===== config.mk =====
export PLATFORM = sky130hd
export DESIGN_NAME = nan_prop_unit
export DESIGN_NICKNAME = d
export VERILOG_FILES = /design/src/rtl/nanp_pkg.sv /design/src/rtl/nanp_classify.sv /design/src/rtl/nanp_arith_pick.sv /design/src/rtl/nanp_sign_apply.sv /design/src/rtl/nan_prop_unit.sv
export SDC_FILE = /design/constraint.sdc
export NUM_CORES = 1
export LEC_CHECK = 0
export BUFFER_PORTS_ARGS = -buffer_cell sky130_fd_sc_hd__buf_4
export CORE_MARGIN = 2
export CORE_UTILIZATION = 34
export DETAILED_ROUTE_END_ITERATION = 6
export HOLD_SLACK_MARGIN = 0.03
export PLACE_DENSITY = 0.73
export SLEW_MARGIN = 15
export SYNTH_ARGS = -nofsm -noshare
export SYNTH_HDL_FRONTEND = slang
export SYNTH_SLANG_ARGS = --single-unit

===== constraint.sdc =====
create_clock -name clk -period 1.75 [get_ports clk]
set_clock_uncertainty 0.05 [all_clocks]
set_input_delay 0.35 -clock clk [delete_from_list [all_inputs] [get_ports clk]]
set_output_delay 0.35 -clock clk [all_outputs]
set_load 0.01 [all_outputs]

===== src/rtl/nanp_pkg.sv =====
// Package: shared encodings for the NaN propagation unit.
// Assumes the instruction-class and sign-operation codes are stable in the
// requester's encoding; the top module casts its raw ports onto these types.
package nanp_pkg;

    typedef enum logic [1:0] {
        CLS_ARITH  = 2'b00,
        CLS_NONAR  = 2'b01,
        CLS_LDST   = 2'b10,
        CLS_LDST_X = 2'b11
    } op_class_e;

    typedef enum logic [1:0] {
        SGN_COPY   = 2'b00,
        SGN_NEG    = 2'b01,
        SGN_ABS    = 2'b10,
        SGN_COPY_X = 2'b11
    } sign_op_e;

endpackage


===== src/rtl/nanp_classify.sv =====
// Module: nanp_classify
// Flags an IEEE 754 binary value as NaN and, if so, as signalling.
// Assumes the fraction MSB is the quiet bit (set = quiet).
module nanp_classify #(
    parameter int EXP_W  = 8,
    parameter int FRAC_W = 23,
    localparam int W     = 1 + EXP_W + FRAC_W
) (
    input  logic [W-1:0] value,
    output logic         is_nan,
    output logic         is_snan
);

    logic [EXP_W-1:0]  exp_f;
    logic [FRAC_W-1:0] frac_f;

    // Split the value into its exponent and fraction fields.
    always_comb begin
        exp_f  = value[W-2 -: EXP_W];
        frac_f = value[FRAC_W-1:0];
    end

    // Decide NaN (all-ones exponent, non-zero fraction) and signalling (quiet bit clear).
    always_comb begin
        is_nan  = (&exp_f) && (|frac_f);
        is_snan = is_nan && !frac_f[FRAC_W-1];
    end

endmodule


===== src/rtl/nanp_arith_pick.sv =====
// Module: nanp_arith_pick
// Chooses the NaN result of an arithmetic request and reports invalid.
// Assumes classification of both operands is already done.
// Priority with default-NaN off: SNaN over QNaN, operand A over B.
module nanp_arith_pick #(
    parameter int EXP_W  = 8,
    parameter int FRAC_W = 23,
    localparam int W     = 1 + EXP_W + FRAC_W
) (
    input  logic [W-1:0] a,
    input  logic [W-1:0] b,
    input  logic         a_nan,
    input  logic         a_snan,
    input  logic         b_nan,
    input  logic         b_snan,
    input  logic         dn_mode,
    output logic         hit,
    output logic [W-1:0] res,
    output logic         raise_inv
);

    localparam logic [W-1:0] QUIET_BIT = W'(1) << (FRAC_W - 1);
    localparam logic [W-1:0] DFLT_NAN  = {1'b0, {EXP_W{1'b1}}, 1'b1, {(FRAC_W-1){1'b0}}};

    logic [W-1:0] chosen;

    // Pick the operand NaN by kind first, then by operand order.
    always_comb begin
        if (a_snan)      chosen = a;
        else if (b_snan) chosen = b;
        else if (a_nan)  chosen = a;
        else             chosen = b;
    end

    // Form the override result and the invalid indication.
    always_comb begin
        hit       = a_nan || b_nan;
        raise_inv = a_snan || b_snan;
        if (!hit)         res = '0;
        else if (dn_mode) res = DFLT_NAN;
        else              res = chosen | QUIET_BIT;
    end

endmodule


===== src/rtl/nanp_sign_apply.sv =====
// Module: nanp_sign_apply
// Applies a copy/negate/absolute sign action to a NaN operand.
// Assumes only the sign bit may change; the payload is never quieted.
module nanp_sign_apply #(
    parameter int EXP_W  = 8,
    parameter int FRAC_W = 23,
    localparam int W     = 1 + EXP_W + FRAC_W
) (
    input  logic [W-1:0]          a,
    input  logic                  a_nan,
    input  nanp_pkg::sign_op_e    sop,
    output logic                  hit,
    output logic [W-1:0]          res
);

    logic sign_new;

    // Work out the new sign bit from the requested action.
    always_comb begin
        case (sop)
            nanp_pkg::SGN_NEG: sign_new = ~a[W-1];
            nanp_pkg::SGN_ABS: sign_new = 1'b0;
            default:           sign_new = a[W-1];
        endcase
    end

    // Pass the NaN through with the adjusted sign.
    always_comb begin
        hit = a_nan;
        res = a_nan ? {sign_new, a[W-2:0]} : '0;
    end

endmodule


===== src/rtl/nan_prop_unit.sv =====
// Module: nan_prop_unit (top)
// Registered NaN override decision for single-precision operations.
// Assumes the datapath merges `result` when `nan_hit` is high; one cycle latency.
// The invalid flag is sticky; a set in the same cycle as a clear wins.
module nan_prop_unit #(
    parameter int EXP_W  = 8,
    parameter int FRAC_W = 23,
    localparam int W     = 1 + EXP_W + FRAC_W,
    localparam int N_OPS = 2
) (
    input  logic         clk,
    input  logic         rst_n,
    input  logic         in_valid,
    input  logic [1:0]   op_class,
    input  logic [1:0]   sign_op,
    input  logic         dn_mode,
    input  logic [W-1:0] opnd_a,
    input  logic [W-1:0] opnd_b,
    input  logic         flag_clr,
    output logic         out_valid,
    output logic         nan_hit,
    output logic [W-1:0] result,
    output logic         inv_flag
);

    import nanp_pkg::*;

    localparam logic [W-1:0] DFLT_NAN = {1'b0, {EXP_W{1'b1}}, 1'b1, {(FRAC_W-1){1'b0}}};

    logic [W-1:0] opnd [N_OPS];
    logic         is_nan  [N_OPS];
    logic         is_snan [N_OPS];

    op_class_e    cls;
    sign_op_e     sop;

    logic         ar_hit, ar_inv, sg_hit;
    logic [W-1:0] ar_res, sg_res;

    logic         nx_hit, nx_inv;
    logic [W-1:0] nx_res;

    // Gather the operands into an indexable array and cast control codes.
    always_comb begin
        opnd[0] = opnd_a;
        opnd[1] = opnd_b;
        cls     = op_class_e'(op_class);
        sop     = sign_op_e'(sign_op);
    end

    // One classifier per operand.
    for (genvar gi = 0; gi < N_OPS; gi++) begin : g_cls
        nanp_classify #(.EXP_W(EXP_W), .FRAC_W(FRAC_W)) i_cls (
            .value   (opnd[gi]),
            .is_nan  (is_nan[gi]),
            .is_snan (is_snan[gi])
        );
    end

    nanp_arith_pick #(.EXP_W(EXP_W), .FRAC_W(FRAC_W)) i_pick (
        .a         (opnd_a),
        .b         (opnd_b),
        .a_nan     (is_nan[0]),
        .a_snan    (is_snan[0]),
        .b_nan     (is_nan[1]),
        .b_snan    (is_snan[1]),
        .dn_mode   (dn_mode),
        .hit       (ar_hit),
        .res       (ar_res),
        .raise_inv (ar_inv)
    );

    nanp_sign_apply #(.EXP_W(EXP_W), .FRAC_W(FRAC_W)) i_sign (
        .a     (opnd_a),
        .a_nan (is_nan[0]),
        .sop   (sop),
        .hit   (sg_hit),
        .res   (sg_res)
    );

    // Select the override by instruction class.
    always_comb begin
        nx_hit = 1'b0;
        nx_res = '0;
        nx_inv = 1'b0;
        if (in_valid) begin
            case (cls)
                CLS_ARITH: begin
                    nx_hit = ar_hit;
                    nx_res = ar_res;
                    nx_inv = ar_inv;
                end
                CLS_NONAR: begin
                    nx_hit = sg_hit;
                    nx_res = sg_res;
                end
                default: begin
                    nx_hit = is_nan[0];
                    nx_res = is_nan[0] ? opnd_a : '0;
                end
            endcase
        end
    end

    // Register the decision and the valid strobe.
    always_ff @(posedge clk) begin
        if (!rst_n) begin
            out_valid <= 1'b0;
            nan_hit   <= 1'b0;
            result    <= '0;
        end else begin
            out_valid <= in_valid;
            nan_hit   <= nx_hit;
            result    <= nx_res;
        end
    end

    // Maintain the sticky invalid flag; a new set overrides a clear.
    always_ff @(posedge clk) begin
        if (!rst_n) inv_flag <= 1'b0;
        else        inv_flag <= (inv_flag && !flag_clr) || nx_inv;
    end

    AST_IDLE_QUIET: assert property (@(posedge clk) disable iff (!rst_n)
        !in_valid |=> (!out_valid && !nan_hit && result == '0));

    AST_HIT_NEEDS_NAN: assert property (@(posedge clk) disable iff (!rst_n)
        (in_valid && !is_nan[0] && !is_nan[1]) |=> !nan_hit);

    AST_DN_RESULT: assert property (@(posedge clk) disable iff (!rst_n)
        (in_valid && op_class == 2'b00 && dn_mode && (is_nan[0] || is_nan[1]))
        |=> (nan_hit && result == DFLT_NAN));

    AST_SNAN_FLAG: assert property (@(posedge clk) disable iff (!rst_n)
        (in_valid && op_class == 2'b00 && (is_snan[0] || is_snan[1])) |=> inv_flag);

    AST_QUIETED_OUT: assert property (@(posedge clk) disable iff (!rst_n)
        (in_valid && op_class == 2'b00 && !dn_mode && (is_nan[0] || is_nan[1]))
        |=> (nan_hit && result[FRAC_W-1]));

    AST_NONAR_PAYLOAD: assert property (@(posedge clk) disable iff (!rst_n)
        (in_valid && op_class == 2'b01 && is_nan[0])
        |=> (nan_hit && result[W-2:0] == $past(opnd_a[W-2:0])));

    AST_LDST_VERBATIM: assert property (@(posedge clk) disable iff (!rst_n)
        (in_valid && op_class[1] && is_nan[0]) |=> (nan_hit && result == $past(opnd_a)));

    AST_NO_FLAG_NONARITH: assert property (@(posedge clk) disable iff (!rst_n)
        (!(in_valid && op_class == 2'b00)) |=> (!$rose(inv_flag)));

    AST_FLAG_STICKY: assert property (@(posedge clk) disable iff (!rst_n)
        (inv_flag && !flag_clr) |=> inv_flag);

endmodule


==> impl_metrics.prom, run 1 <==
# TYPE chip_impl_metric gauge
chip_impl_info{name="run_status",value="completed"} 1
chip_impl_metric{name="finish.utilization",unit=""} 0.687
chip_impl_metric{name="grt_pass1_wl",unit="um"} 6800
chip_impl_metric{name="final_layout_size_suffix_gt1_frac",unit=""} 0.590
chip_impl_metric{name="fp-row-count",unit=""} 22
chip_impl_metric{name="final_wirelength",unit="um"} 4590
chip_impl_metric{name="postSynthRegisterBits",unit=""} 35
chip_impl_metric{name="grt_start_max_net_pins",unit=""} 23
chip_impl_metric{name="floorplan.die.width",unit="um"} 66.5
chip_impl_metric{name="period_needed",unit="ns"} 1.70
chip_impl_metric{name="post-route-period-util",unit=""} 0.971
chip_impl_info{name="timing.setup.critical_path_class",value="in2reg"} 1
chip_impl_info{name="netlist.top_cell.by_area",value="dfxtp_1"} 1
chip_impl_metric{name="post_synth_inst_count",unit=""} 129
chip_impl_info{name="main_combinational_cell_family_by_area_after_synthesis",value="compound AO/OA/AOI/OAI gates"} 1
chip_impl_metric{name="synth_adder_area_share",unit=""} 0.00943
chip_impl_metric{name="peakVddDrop",unit="mV"} 0.306
chip_impl_metric{name="vertical_die_dimension",unit="um"} 66.5
chip_impl_metric{name="worst_ep_arrival_time",unit="ns"} 1.85
chip_impl_metric{name="reg2reg_setup_slack",unit="ns"} 0.96
chip_impl_metric{name="drv.max_cap_violation_count",unit=""} 0
chip_impl_metric{name="cts_made_buffers",unit=""} 5
chip_impl_info{name="hp-class",value="in2reg"} 1
chip_impl_metric{name="setup_viol",unit=""} 0
chip_impl_metric{name="final_cell_area",unit="um2"} 2550
chip_impl_metric{name="die_area",unit="um2"} 4420
chip_impl_metric{name="setup-tns-final",unit="ns"} 0
chip_impl_metric{name="powerDensity",unit="nW/um2"} 618
chip_impl_metric{name="placed_area",unit="um2"} 2350
chip_impl_metric{name="syn-num-nets",unit=""} 203
chip_impl_metric{name="synth-compound-area-share",unit=""} 0.270
chip_impl_metric{name="area_growth_syn_to_layout",unit="%"} 92.2
chip_impl_info{name="clockRootBuffer",value="clkbuf_8"} 1
chip_impl_metric{name="synth_mux_area_frac",unit=""} 0
chip_impl_metric{name="cp_data_required_time",unit="ns"} 1.90
chip_impl_metric{name="core",unit="um2"} 3720
chip_impl_metric{name="synth_sequential_area_ratio",unit=""} 0.528
chip_impl_metric{name="ctsLongestPathBuffers",unit=""} 2
chip_impl_metric{name="post_synth_and_or_nand_nor_area_fraction",unit=""} 0.148
chip_impl_metric{name="vias",unit=""} 1543
chip_impl_info{name="worst_setup_path_end_kind",value="flip-flop"} 1
chip_impl_metric{name="clock_sinks",unit=""} 35
chip_impl_metric{name="gr-total-overflow",unit=""} 0
chip_impl_info{name="synth.top_cells.by_area",value="dfxtp_1, a22o_1, nor4_1, a21oi_1, nand2_1"} 1
chip_impl_metric{name="first_global_vias",unit=""} 1498
chip_impl_metric{name="layout.cells.non_filler",unit=""} 309
chip_impl_metric{name="detailedRoute.firstIterationViolations",unit=""} 44
chip_impl_metric{name="top_level_ports",unit=""} 108
chip_impl_metric{name="worstMarginPinSlew",unit="ns"} 0.471
chip_impl_metric{name="static-leakage-power",unit="nW"} 1.17
chip_impl_metric{name="critPathMaxFanout",unit=""} 2
chip_impl_metric{name="timing_max_transition_violations_final",unit=""} 0
chip_impl_metric{name="synthDominantCellAreaShare",unit=""} 0.528
chip_impl_metric{name="post-dp-hpwl",unit="um"} 3540
chip_impl_metric{name="post_drt_via_cell_ratio",unit=""} 4.99
chip_impl_metric{name="finalNetCount",unit=""} 334
chip_impl_metric{name="hold_violations",unit=""} 0
chip_impl_info{name="setup.worst_path.start_class",value="primary input"} 1
chip_impl_metric{name="ys_types",unit=""} 29
chip_impl_metric{name="clkTransAtPathRegs",unit="ns"} 0.07
chip_impl_metric{name="grt_util_overall",unit=""} 0.207
chip_impl_metric{name="synthesis.area_per_instance",unit="um2"} 10.3
chip_impl_metric{name="starting_density_of_the_core",unit=""} 0.357
chip_impl_metric{name="h-tree-depth",unit=""} 2
chip_impl_metric{name="ant_nets",unit=""} 0
chip_impl_metric{name="worst_skew_pair.late_latency",unit="ns"} 0.28
chip_impl_metric{name="antennaDiodeCount",unit=""} 0
chip_impl_metric{name="synthesis.area",unit="um2"} 1330
chip_impl_metric{name="routabilityCongestion",unit=""} 0.829
chip_impl_metric{name="achievable-frequency",unit="MHz"} 589
chip_impl_metric{name="dr.pass1.iters",unit=""} 4
chip_impl_metric{name="post-place-cells",unit=""} 300
chip_impl_metric{name="slew-limit-headroom",unit=""} 0.684
chip_impl_metric{name="antenna_violations_before_repair",unit=""} 0
chip_impl_metric{name="synth_xor_area_frac",unit=""} 0
chip_impl_metric{name="buffer_ports.inserted",unit=""} 107
chip_impl_metric{name="drcViolationCount",unit=""} 0
chip_impl_metric{name="post_drt_wl_per_cell",unit="um"} 14.9
chip_impl_info{name="rsz_0062_raised_after_global_routing",value="true"} 1
chip_impl_metric{name="ys.warnings.count",unit=""} 0
chip_impl_info{name="tritoncts",value="done"} 1
==> where the power goes <==
group          total, mW  leakage, nW  switching, mW  internal (mW)
logic              0.230        0.849         0.0853          0.145
clock network      0.546       0.0422          0.268          0.279
registers          0.799        0.282       0.000575          0.799
==> critical path: stages <==
cell and delay [ns]:
buf_4 0.12, nor4_2 0.26, nand4_1 0.16, o2111ai_2 0.26, buf_4 0.16, and3_4 0.19, o221ai_4 0.10, a221oi_2 0.24
==> worst paths after layout <==
kind | from | to | cells past startpoint
worst max register to register | inv_flag$_SDFF_PN0_ | inv_flag$_SDFF_PN0_ | 2
worst min register to register | inv_flag$_SDFF_PN0_ | inv_flag$_SDFF_PN0_ | 2
worst min-delay path | op_class[1] | result[31]$_SDFF_PN0_ | 2
worst max-delay path | opnd_b[0] | result[31]$_SDFF_PN0_ | 8
==> cells in the mapped netlist <==
library cell and instances:
nand2_1 11, and3_1 1, nor2_1 5, inv_1 4, nor3_1 3, nor2b_1 1
a211oi_2 1, a221oi_1 1, a21boi_1 1, nand2b_2 1, a21oi_1 10, nand4_1 6
o21a_1 1, ha_1 1, nor4_1 10, buf_6 2, clkbuf_1 1, buf_2 3
a22o_1 22, o221ai_1 1, o2111ai_2 1, o22ai_1 1, a211oi_4 1, o21ai_1 1
a32o_1 1, inv_2 1, a31oi_1 1, dfxtp_1 35, o211ai_1 1
==> cell type report <==
cell class,count,area (um2)
fill,301,1160
sequential,35,701
timing repair buffer,130,1020
tap,48,60.1
inverter,5,18.8
clock inverter,1,5.00
multi-input combinational,83,666
clock buffer,7,76.3
==> per-stage QoR <==
stage | setup slack (ns) | power [mW] | hold WS [ns]
3_5_place_dp | -0.352 | 1.03 | 0.523
3_3_place_gp | -0.306 | 1.02 | 0.521
6_report | 0.0514 | 1.58 | 0.223
5_1_grt | -0.112 | 1.63 | 0.228
4_1_cts | 0.00126 | 1.57 | 0.221
2_1_floorplan | 0.000971 | 0.847 | 0.412
==> kinds of logic (layout without fill, tap and decap cells) <==
| logic type | after synthesis | count (layout) |
|---|---|---|
| AOI/OAI and AO/OA | 44 | 44 |
| adders and majority gates | 1 | 1 |
| buffers and inverters | 11 | 143 |
| DFF | 35 | 35 |
| and+or+nand+nor | 38 | 38 |
==> placed cells by master, fill, tap and decap left out, types with 4 or more instances in the layout <==
cell and count:
clkbuf_8 5, nor4_2 5, inv_1 4, buf_4 124
nor2_1 5, a22o_1 22, dfxtp_1 35, nand2_1 11
nand4_1 6, a21oi_1 10
==> registers in the layout (all words and copies together), names as in the netlist <==
register,cells
result,32
inv_flag,1
out_valid,1
nan_hit,1
==> what timing repair did <==
action | 4_1_cts | 5_1_grt
resized for setup | 2 | 16
pin swaps | 0 | 8
buffers inserted | 0 | 1
cloned | 0 | 0
hold buffers | 0 | 0
setup endpoints to repair | 23 | 29
==> routing by layer <==
layer  GRT usage  part of all wire  vias up
li1            -                 -      757
met1       0.199              0.36      713
met2       0.401              0.56       60
met3      0.0405             0.054       13
met4       0.117             0.022        0
met5           0                 0        -
(Power assumes the default switching activity.)
==> run 2, diff against run 1 <==
--- a/config.mk
+++ b/config.mk
@@ -11,6 +11,8 @@
 export DETAILED_ROUTE_END_ITERATION = 6
 export HOLD_SLACK_MARGIN = 0.03
 export PLACE_DENSITY = 0.73
+export REMOVE_ABC_BUFFERS = 1
+export SETUP_SLACK_MARGIN = 0.05
 export SLEW_MARGIN = 15
 export SYNTH_ARGS = -nofsm -noshare
 export SYNTH_HDL_FRONTEND = slang
==> run 2 against run 1 <==
Effect of this change:
- the flow now finishes with violations (negative setup slack)
- combinational power hardly changed
- global-route usage is 1.8 points higher
- routed wire length is 8.5% higher
- power is 2.3% higher
- via count is 4.0% higher
- clock power is 6.4% higher
- die area stayed put
- sequential power hardly changed
- worst setup slack worse by 0.13 ns
- sequential share of layout area is 1.0 points lower
- hold slack worse by 0.0058 ns
==> impl_metrics.prom, run 2 (same netlist as run 1, synthesis figures left out) <==
# TYPE chip_impl_metric gauge
chip_impl_metric{name="drv.max_cap_violation_count",unit=""} 0
chip_impl_metric{name="period_needed",unit="ns"} 1.82
chip_impl_metric{name="setup-tns-final",unit="ns"} -1.07
chip_impl_metric{name="static-leakage-power",unit="nW"} 1.22
chip_impl_metric{name="place_ws",unit="ns"} -0.384
chip_impl_metric{name="top_level_ports",unit=""} 108
chip_impl_metric{name="gr-usage-met1",unit=""} 0.256
chip_impl_metric{name="hold_violations",unit=""} 0
chip_impl_metric{name="layout.cells.non_filler",unit=""} 312
chip_impl_metric{name="routabilityCongestion",unit=""} 0.856
chip_impl_metric{name="core",unit="um2"} 3720
chip_impl_metric{name="clkTransAtPathRegs",unit="ns"} 0.07
chip_impl_metric{name="final_cell_area",unit="um2"} 2650
chip_impl_info{name="tritoncts",value="done"} 1
chip_impl_metric{name="gr-total-overflow",unit=""} 0
chip_impl_metric{name="final_total_power",unit="mW"} 1.61
chip_impl_info{name="final_cell_mix",value="buf_4, dfxtp_1, a22o_1, nand2_1, a21oi_1"} 1
chip_impl_metric{name="finish.utilization",unit=""} 0.713
chip_impl_metric{name="ant_nets",unit=""} 0
chip_impl_metric{name="worst_skew_pair.late_latency",unit="ns"} 0.28
chip_impl_metric{name="use_met3",unit=""} 0.0574
chip_impl_metric{name="worst_ep_arrival_time",unit="ns"} 2.00
chip_impl_info{name="setup.worst_path.start_class",value="primary input"} 1
chip_impl_metric{name="h-tree-depth",unit=""} 2
chip_impl_metric{name="largest_register_ff_count",unit=""} 32
chip_impl_metric{name="peakVddDrop",unit="mV"} 0.265
chip_impl_metric{name="drcViolationCount",unit=""} 0
chip_impl_metric{name="clock_sinks",unit=""} 35
chip_impl_info{name="timing.setup.critical_path_class",value="in2reg"} 1
chip_impl_metric{name="timing_max_transition_violations_final",unit=""} 0
chip_impl_metric{name="ctsLongestPathBuffers",unit=""} 2
chip_impl_info{name="violations",value="negative setup slack"} 1
chip_impl_metric{name="antennaDiodeCount",unit=""} 0
chip_impl_metric{name="finalWorstSetupSlack",unit="ns"} -0.0750
chip_impl_metric{name="globalRouteMet2Util",unit=""} 0.393
chip_impl_metric{name="detailedRoute.firstIterationViolations",unit=""} 89
chip_impl_metric{name="powerDensity",unit="nW/um2"} 609
chip_impl_metric{name="post_drt_via_cell_ratio",unit=""} 5.14
chip_impl_info{name="largest_register",value="result"} 1
chip_impl_info{name="rsz_0062_raised_after_global_routing",value="true"} 1
chip_impl_metric{name="final_wirelength",unit="um"} 4980
chip_impl_metric{name="worstMarginPinSlew",unit="ns"} 0.334
chip_impl_metric{name="starting_density_of_the_core",unit=""} 0.357
chip_impl_info{name="run_status",value="finished with violations"} 1
chip_impl_metric{name="fp-row-count",unit=""} 22
chip_impl_metric{name="vias",unit=""} 1605
chip_impl_metric{name="first_global_vias",unit=""} 1512
chip_impl_metric{name="floorplan.die.width",unit="um"} 66.5
chip_impl_metric{name="slew-limit-headroom",unit=""} 0.776
chip_impl_metric{name="antenna_violations_before_repair",unit=""} 0
chip_impl_metric{name="holdWs",unit="ns"} 0.217
chip_impl_metric{name="setup_viol",unit=""} 22
chip_impl_info{name="clockRootBuffer",value="clkbuf_8"} 1
chip_impl_metric{name="dr.pass1.iters",unit=""} 4
chip_impl_metric{name="die_area",unit="um2"} 4420
chip_impl_info{name="hp-class",value="in2reg"} 1
chip_impl_metric{name="vertical_die_dimension",unit="um"} 66.5
chip_impl_metric{name="cts_hold_repair.buffers",unit=""} 0
chip_impl_metric{name="placed_area",unit="um2"} 2300
chip_impl_metric{name="buffer_ports.inserted",unit=""} 107
chip_impl_metric{name="final_layout_size_suffix_gt1_frac",unit=""} 0.610
chip_impl_metric{name="grt_start_max_net_pins",unit=""} 23
chip_impl_metric{name="critPathMaxFanout",unit=""} 6
chip_impl_metric{name="grt_util_overall",unit=""} 0.225
chip_impl_metric{name="cp_data_required_time",unit="ns"} 1.92
chip_impl_info{name="globalRoute.busiestLayer",value="met2"} 1
chip_impl_metric{name="area_growth_syn_to_layout",unit="%"} 99.6
chip_impl_info{name="layout_commonest_cell",value="buf_4"} 1
chip_impl_metric{name="finalNetCount",unit=""} 338
chip_impl_info{name="worst_setup_path_end_kind",value="flip-flop"} 1
chip_impl_metric{name="post_drt_wl_per_cell",unit="um"} 16.0
chip_impl_metric{name="post-route-period-util",unit=""} 1.04
chip_impl_metric{name="cts_made_buffers",unit=""} 5
chip_impl_metric{name="post-place-cells",unit=""} 295
chip_impl_metric{name="fill_cells",unit=""} 297
chip_impl_metric{name="grt_pass1_wl",unit="um"} 7360
chip_impl_metric{name="achievable-frequency",unit="MHz"} 548
chip_impl_metric{name="post-dp-hpwl",unit="um"} 3440
[run 2: changes by cell type in the layout (fill, tap and decap cells not counted), sizes merged]
cell | before | now
buf | 130 | 134
clkbuf | 7 | 6
[run 2: where the power goes]
part / switching [mW] / leakage, nW / internal (mW)
sequential: 0.000793 / 0.282 / 0.799
combinational: 0.0893 / 0.892 / 0.143
clock: 0.272 / 0.0470 / 0.308
total: 0.362 / 1.22 / 1.25
[run 2: cell type report]
| type | instances | area, um2 | share of cell area |
|---|---|---|---|
| clock inverter | 1 | 5.00 | 0.00189 |
| inverter | 5 | 18.8 | 0.00708 |
| timing repair buffer | 134 | 1080 | 0.409 |
| multi-input combinational | 83 | 698 | 0.263 |
| clock buffer | 6 | 82.6 | 0.0312 |
| sequential | 35 | 701 | 0.264 |
| tap | 48 | 60.1 | 0.0227 |
[run 2: path summary, 6_finish.rpt]
| kind | slack [ns] | endpoint | startpoint | depth (start not counted) |
|---|---|---|---|---|
| worst max-delay path | -0.07 | result[15]$_SDFF_PN0_ | opnd_b[19] | 9 |
| worst min-delay path | 0.22 | result[31]$_SDFF_PN0_ | op_class[1] | 2 |
| worst max register to register | 0.98 | inv_flag$_SDFF_PN0_ | inv_flag$_SDFF_PN0_ | 2 |
| worst min register to register | 0.55 | inv_flag$_SDFF_PN0_ | inv_flag$_SDFF_PN0_ | 2 |
[run 2: worst max-delay path: stages]
cell and delay (ns):
buf_4 0.12, nor4_4 0.26, nand4_1 0.17, o2111ai_2 0.29, nand2b_4 0.09, a211oi_4 0.28
buf_6 0.17, buf_12 0.12, a22o_1 0.14
[run 2: timing repair]
action,CTS,global route
buffers inserted,8,1
endpoints found under the setup margin,23,34
endpoints found under the hold margin,0,0
pin swaps,11,18
gates cloned,2,1
resized for setup,18,16
[run 2: layer usage]
metal | routed length (um) | part of all wire
met1 | 1890 | 0.38
met2 | 2590 | 0.52
met3 | 400 | 0.080
met4 | 103 | 0.021
met5 | 0 | 0
==> run 3, diff against run 2 <==
--- a/config.mk
+++ b/config.mk
@@ -5,12 +5,13 @@
 export SDC_FILE = /design/constraint.sdc
 export NUM_CORES = 1
 export LEC_CHECK = 0
+export ABC_AREA = 1
 export BUFFER_PORTS_ARGS = -buffer_cell sky130_fd_sc_hd__buf_4
 export CORE_MARGIN = 2
-export CORE_UTILIZATION = 34
+export CORE_UTILIZATION = 38
 export DETAILED_ROUTE_END_ITERATION = 6
 export HOLD_SLACK_MARGIN = 0.03
-export PLACE_DENSITY = 0.73
+export PLACE_DENSITY = 0.75
 export REMOVE_ABC_BUFFERS = 1
 export SETUP_SLACK_MARGIN = 0.05
 export SLEW_MARGIN = 15
==> run 3 against run 2 <==
Effect of this change:
- the flow now finishes without violations
- cell area is 0.28% lower
- fmax grew 18%
- cell count is 21% higher
- synthesized cell count grew 64%
- sequential share of layout area rose by 0.075 points
- routed wire length is 5.2% higher
- sequential cell count is the same
- clock power grew 10%
- first-iteration DRC count up 19%
- non-clock buffer count is 19 lower
- area after synthesis grew 26%
==> impl_metrics.prom, run 3 <==
# TYPE chip_impl_metric gauge
chip_impl_metric{name="worst_skew_pair.late_latency",unit="ns"} 0.28
chip_impl_metric{name="synth_sequential_area_ratio",unit=""} 0.418
chip_impl_metric{name="synthDominantCellAreaShare",unit=""} 0.418
chip_impl_info{name="layout_commonest_cell",value="buf_4"} 1
chip_impl_info{name="setup.worst_path.start_class",value="primary input"} 1
chip_impl_metric{name="achievable-frequency",unit="MHz"} 646
chip_impl_metric{name="timing_max_transition_violations_final",unit=""} 0
chip_impl_metric{name="ys_types",unit=""} 24
chip_impl_metric{name="post-place-cells",unit=""} 369
chip_impl_metric{name="post_synth_inst_count",unit=""} 212
chip_impl_info{name="timing.setup.critical_path_class",value="in2reg"} 1
chip_impl_metric{name="post_cts.repair.setup_buffers",unit=""} 0
chip_impl_metric{name="post-dp-hpwl",unit="um"} 3940
chip_impl_metric{name="worstMarginPinSlew",unit="ns"} 0.559
chip_impl_metric{name="top_level_ports",unit=""} 108
chip_impl_metric{name="antennaDiodeCount",unit=""} 0
chip_impl_metric{name="path_depth",unit=""} 7
chip_impl_metric{name="vertical_die_dimension",unit="um"} 70.5
chip_impl_metric{name="cp_data_required_time",unit="ns"} 1.92
chip_impl_info{name="ys_dominant_reg_cell",value="dfxtp_1"} 1
chip_impl_info{name="rsz_0062_raised_after_global_routing",value="false"} 1
chip_impl_metric{name="synthesis.area_per_instance",unit="um2"} 7.91
chip_impl_metric{name="dr.pass1.iters",unit=""} 4
chip_impl_metric{name="cp_slowest_stage_delay",unit="ns"} 0.50
chip_impl_info{name="clockRootBuffer",value="clkbuf_8"} 1
chip_impl_metric{name="ctsLongestPathBuffers",unit=""} 2
chip_impl_metric{name="postSynthRegisterBits",unit=""} 35
chip_impl_info{name="worstPathCellList",value="buf_4, nand4_1, nor2_1, nand3_2, o21ai_2, nand3_1, a21oi_1"} 1
chip_impl_info{name="netlist.top_cell.by_area",value="dfxtp_1"} 1
chip_impl_metric{name="starting_density_of_the_core",unit=""} 0.391
chip_impl_metric{name="clkTransAtPathRegs",unit="ns"} 0.07
chip_impl_metric{name="grt_util_overall",unit=""} 0.202
chip_impl_metric{name="slew-limit-headroom",unit=""} 0.627
chip_impl_metric{name="period_needed",unit="ns"} 1.55
chip_impl_info{name="capturing_instance_or_port_of_the_critical_path",value="result[3]$_SDFF_PN0_"} 1
chip_impl_metric{name="setup_viol",unit=""} 0
chip_impl_metric{name="powerDensity",unit="nW/um2"} 624
chip_impl_metric{name="final_wirelength",unit="um"} 5240
chip_impl_info{name="worst_setup_path_end_kind",value="flip-flop"} 1
chip_impl_metric{name="h-tree-depth",unit=""} 2
chip_impl_metric{name="core",unit="um2"} 4290
chip_impl_metric{name="routabilityCongestion",unit=""} 0.775
chip_impl_metric{name="vias",unit=""} 1885
chip_impl_metric{name="die_area",unit="um2"} 4960
chip_impl_metric{name="holdWs",unit="ns"} 0.282
chip_impl_metric{name="post_drt_wl_per_cell",unit="um"} 13.8
chip_impl_info{name="main_combinational_cell_family_by_area_after_synthesis",value="simple AND/OR/NAND/NOR gates"} 1
chip_impl_info{name="delay_heaviest_family_cp",value="simple AND/OR/NAND/NOR gates"} 1
chip_impl_metric{name="post_synth_and_or_nand_nor_area_fraction",unit=""} 0.368
chip_impl_info{name="endpoint_of_the_most_critical_register_to_register_path",value="inv_flag$_SDFF_PN0_"} 1
chip_impl_info{name="synth.top_cells.by_count",value="nand3_1, dfxtp_1, a21oi_1, nor2_1, nand2_1"} 1
chip_impl_info{name="largest_register",value="result"} 1
chip_impl_info{name="worstSetupStartpoint",value="opnd_b[29]"} 1
chip_impl_metric{name="peakVddDrop",unit="mV"} 0.450
chip_impl_metric{name="clock_sinks",unit=""} 35
chip_impl_metric{name="detailedRoute.firstIterationViolations",unit=""} 106
chip_impl_metric{name="synth-compound-area-share",unit=""} 0.101
chip_impl_metric{name="synth_enable_flop_cells",unit=""} 0
chip_impl_metric{name="cts_hold_repair.buffers",unit=""} 0
chip_impl_metric{name="synth_xor_area_frac",unit=""} 0
chip_impl_metric{name="gr-total-overflow",unit=""} 0
chip_impl_metric{name="final_layout_size_suffix_gt1_frac",unit=""} 0.468
chip_impl_metric{name="drv.max_cap_violation_count",unit=""} 0
chip_impl_metric{name="critPathMaxFanout",unit=""} 11
chip_impl_metric{name="drcViolationCount",unit=""} 0
chip_impl_metric{name="area_growth_syn_to_layout",unit="%"} 57.5
chip_impl_metric{name="ys.warnings.count",unit=""} 0
chip_impl_info{name="timing.critical_path.slowest_stage_cell",value="o21ai_2"} 1
chip_impl_metric{name="synthesis.area",unit="um2"} 1680
chip_impl_metric{name="first_global_vias",unit=""} 1814
chip_impl_metric{name="placed_area",unit="um2"} 2520
chip_impl_metric{name="fp-row-count",unit=""} 24
chip_impl_metric{name="post-route-period-util",unit=""} 0.884
chip_impl_metric{name="post_drt_via_cell_ratio",unit=""} 4.97
chip_impl_metric{name="finalNetCount",unit=""} 400
chip_impl_metric{name="buffer_ports.inserted",unit=""} 107
chip_impl_metric{name="worst_r2r_path_depth",unit=""} 2
chip_impl_info{name="run_status",value="completed"} 1
chip_impl_info{name="final_cell_mix",value="buf_4, nand3_1, dfxtp_1, a21oi_1, nor2_1"} 1
chip_impl_info{name="hp-class",value="in2reg"} 1
chip_impl_metric{name="post_cts.resized_instances",unit=""} 0
chip_impl_info{name="worst_reg2reg_startpoint",value="inv_flag$_SDFF_PN0_"} 1
chip_impl_metric{name="final_cell_area",unit="um2"} 2640
chip_impl_metric{name="ant_nets",unit=""} 0
chip_impl_metric{name="antenna_violations_before_repair",unit=""} 0
chip_impl_metric{name="synth_mux_area_frac",unit=""} 0
chip_impl_metric{name="worst_ep_arrival_time",unit="ns"} 1.72
chip_impl_info{name="tritoncts",value="done"} 1
chip_impl_metric{name="reg2reg_setup_slack",unit="ns"} 1.03
chip_impl_metric{name="grt_start_max_net_pins",unit=""} 23
chip_impl_info{name="synthMostInstantiatedCell",value="nand3_1"} 1
chip_impl_metric{name="synth-async-reset-ratio",unit=""} 0
chip_impl_metric{name="static-leakage-power",unit="nW"} 1.26
chip_impl_metric{name="hold_violations",unit=""} 0
chip_impl_metric{name="path_buf_inv",unit=""} 1
chip_impl_metric{name="cts_made_buffers",unit=""} 5
chip_impl_metric{name="largest_register_ff_count",unit=""} 32
chip_impl_metric{name="synth_adder_area_share",unit=""} 0.00746
chip_impl_metric{name="floorplan.die.width",unit="um"} 70.5
chip_impl_metric{name="layout.cells.non_filler",unit=""} 379
chip_impl_info{name="synth.top_cells.by_area",value="dfxtp_1, nand3_1, a21oi_1, nand3_2, nor2_1"} 1
chip_impl_metric{name="grt_pass1_wl",unit="um"} 8080
-- run 3: area by class of cell --
type	count	area, um2
multi-input combinational	149	826
fill	414	1650
inverter	20	75.1
sequential	35	701
tap	52	65.1
timing repair buffer	115	876
clock buffer	8	100
-- run 3: metal layers --
metal,part of all wire,track usage,vias to the layer above
li1,-,-,937
met2,0.53,0.369,80
met4,0.0015,0.0363,0
met3,0.074,0.0649,2
met1,0.40,0.231,866
met5,0,0,-
-- run 3: worst min-delay path by stage --
stage	slack (ns)	cells past startpoint	startpoint	to
after floorplan	0.44	2	inv_flag$_SDFF_PN0_	inv_flag$_SDFF_PN0_
after global placement	0.41	2	inv_flag$_SDFF_PN0_	inv_flag$_SDFF_PN0_
after detailed placement	0.46	2	inv_flag$_SDFF_PN0_	inv_flag$_SDFF_PN0_
after CTS	0.28	3	opnd_a[5]	result[5]$_SDFF_PN0_
after global routing	0.29	3	opnd_a[2]	result[2]$_SDFF_PN0_
final	0.28	3	opnd_a[5]	result[5]$_SDFF_PN0_
-- run 3: cells by family after synthesis --
logic type	after synthesis
compound gates	30
fa+ha+maj	1
buf+inv	30
flops	35
simple gates	116
-- run 3: power breakdown --
part           total [mW]  switching [mW]  internal [mW]
Combinational       0.210          0.0841          0.126
Sequential          0.799        0.000785          0.798
Clock               0.640           0.281          0.359
-- run 3: worst reg2reg max path, cell delays in order (launching register included) --
cell and delay (ns):
dfxtp_1 0.35, nand2_1 0.06, a21boi_0 0.18
-- run 3: per-stage QoR --
step / util / total power, mW / setup TNS [ns] / setup slack (ns)
after detailed placement: 0.586 / 1.03 / -1.94 / -0.107
after global placement: 0.586 / 1.02 / -1.47 / -0.0801
after floorplan: - / 0.863 / 0 / 0.221
final: 0.615 / 1.65 / 0 / 0.203
after CTS: 0.609 / 1.66 / 0 / 0.145
after global routing: 0.615 / 1.72 / 0 / 0.0578
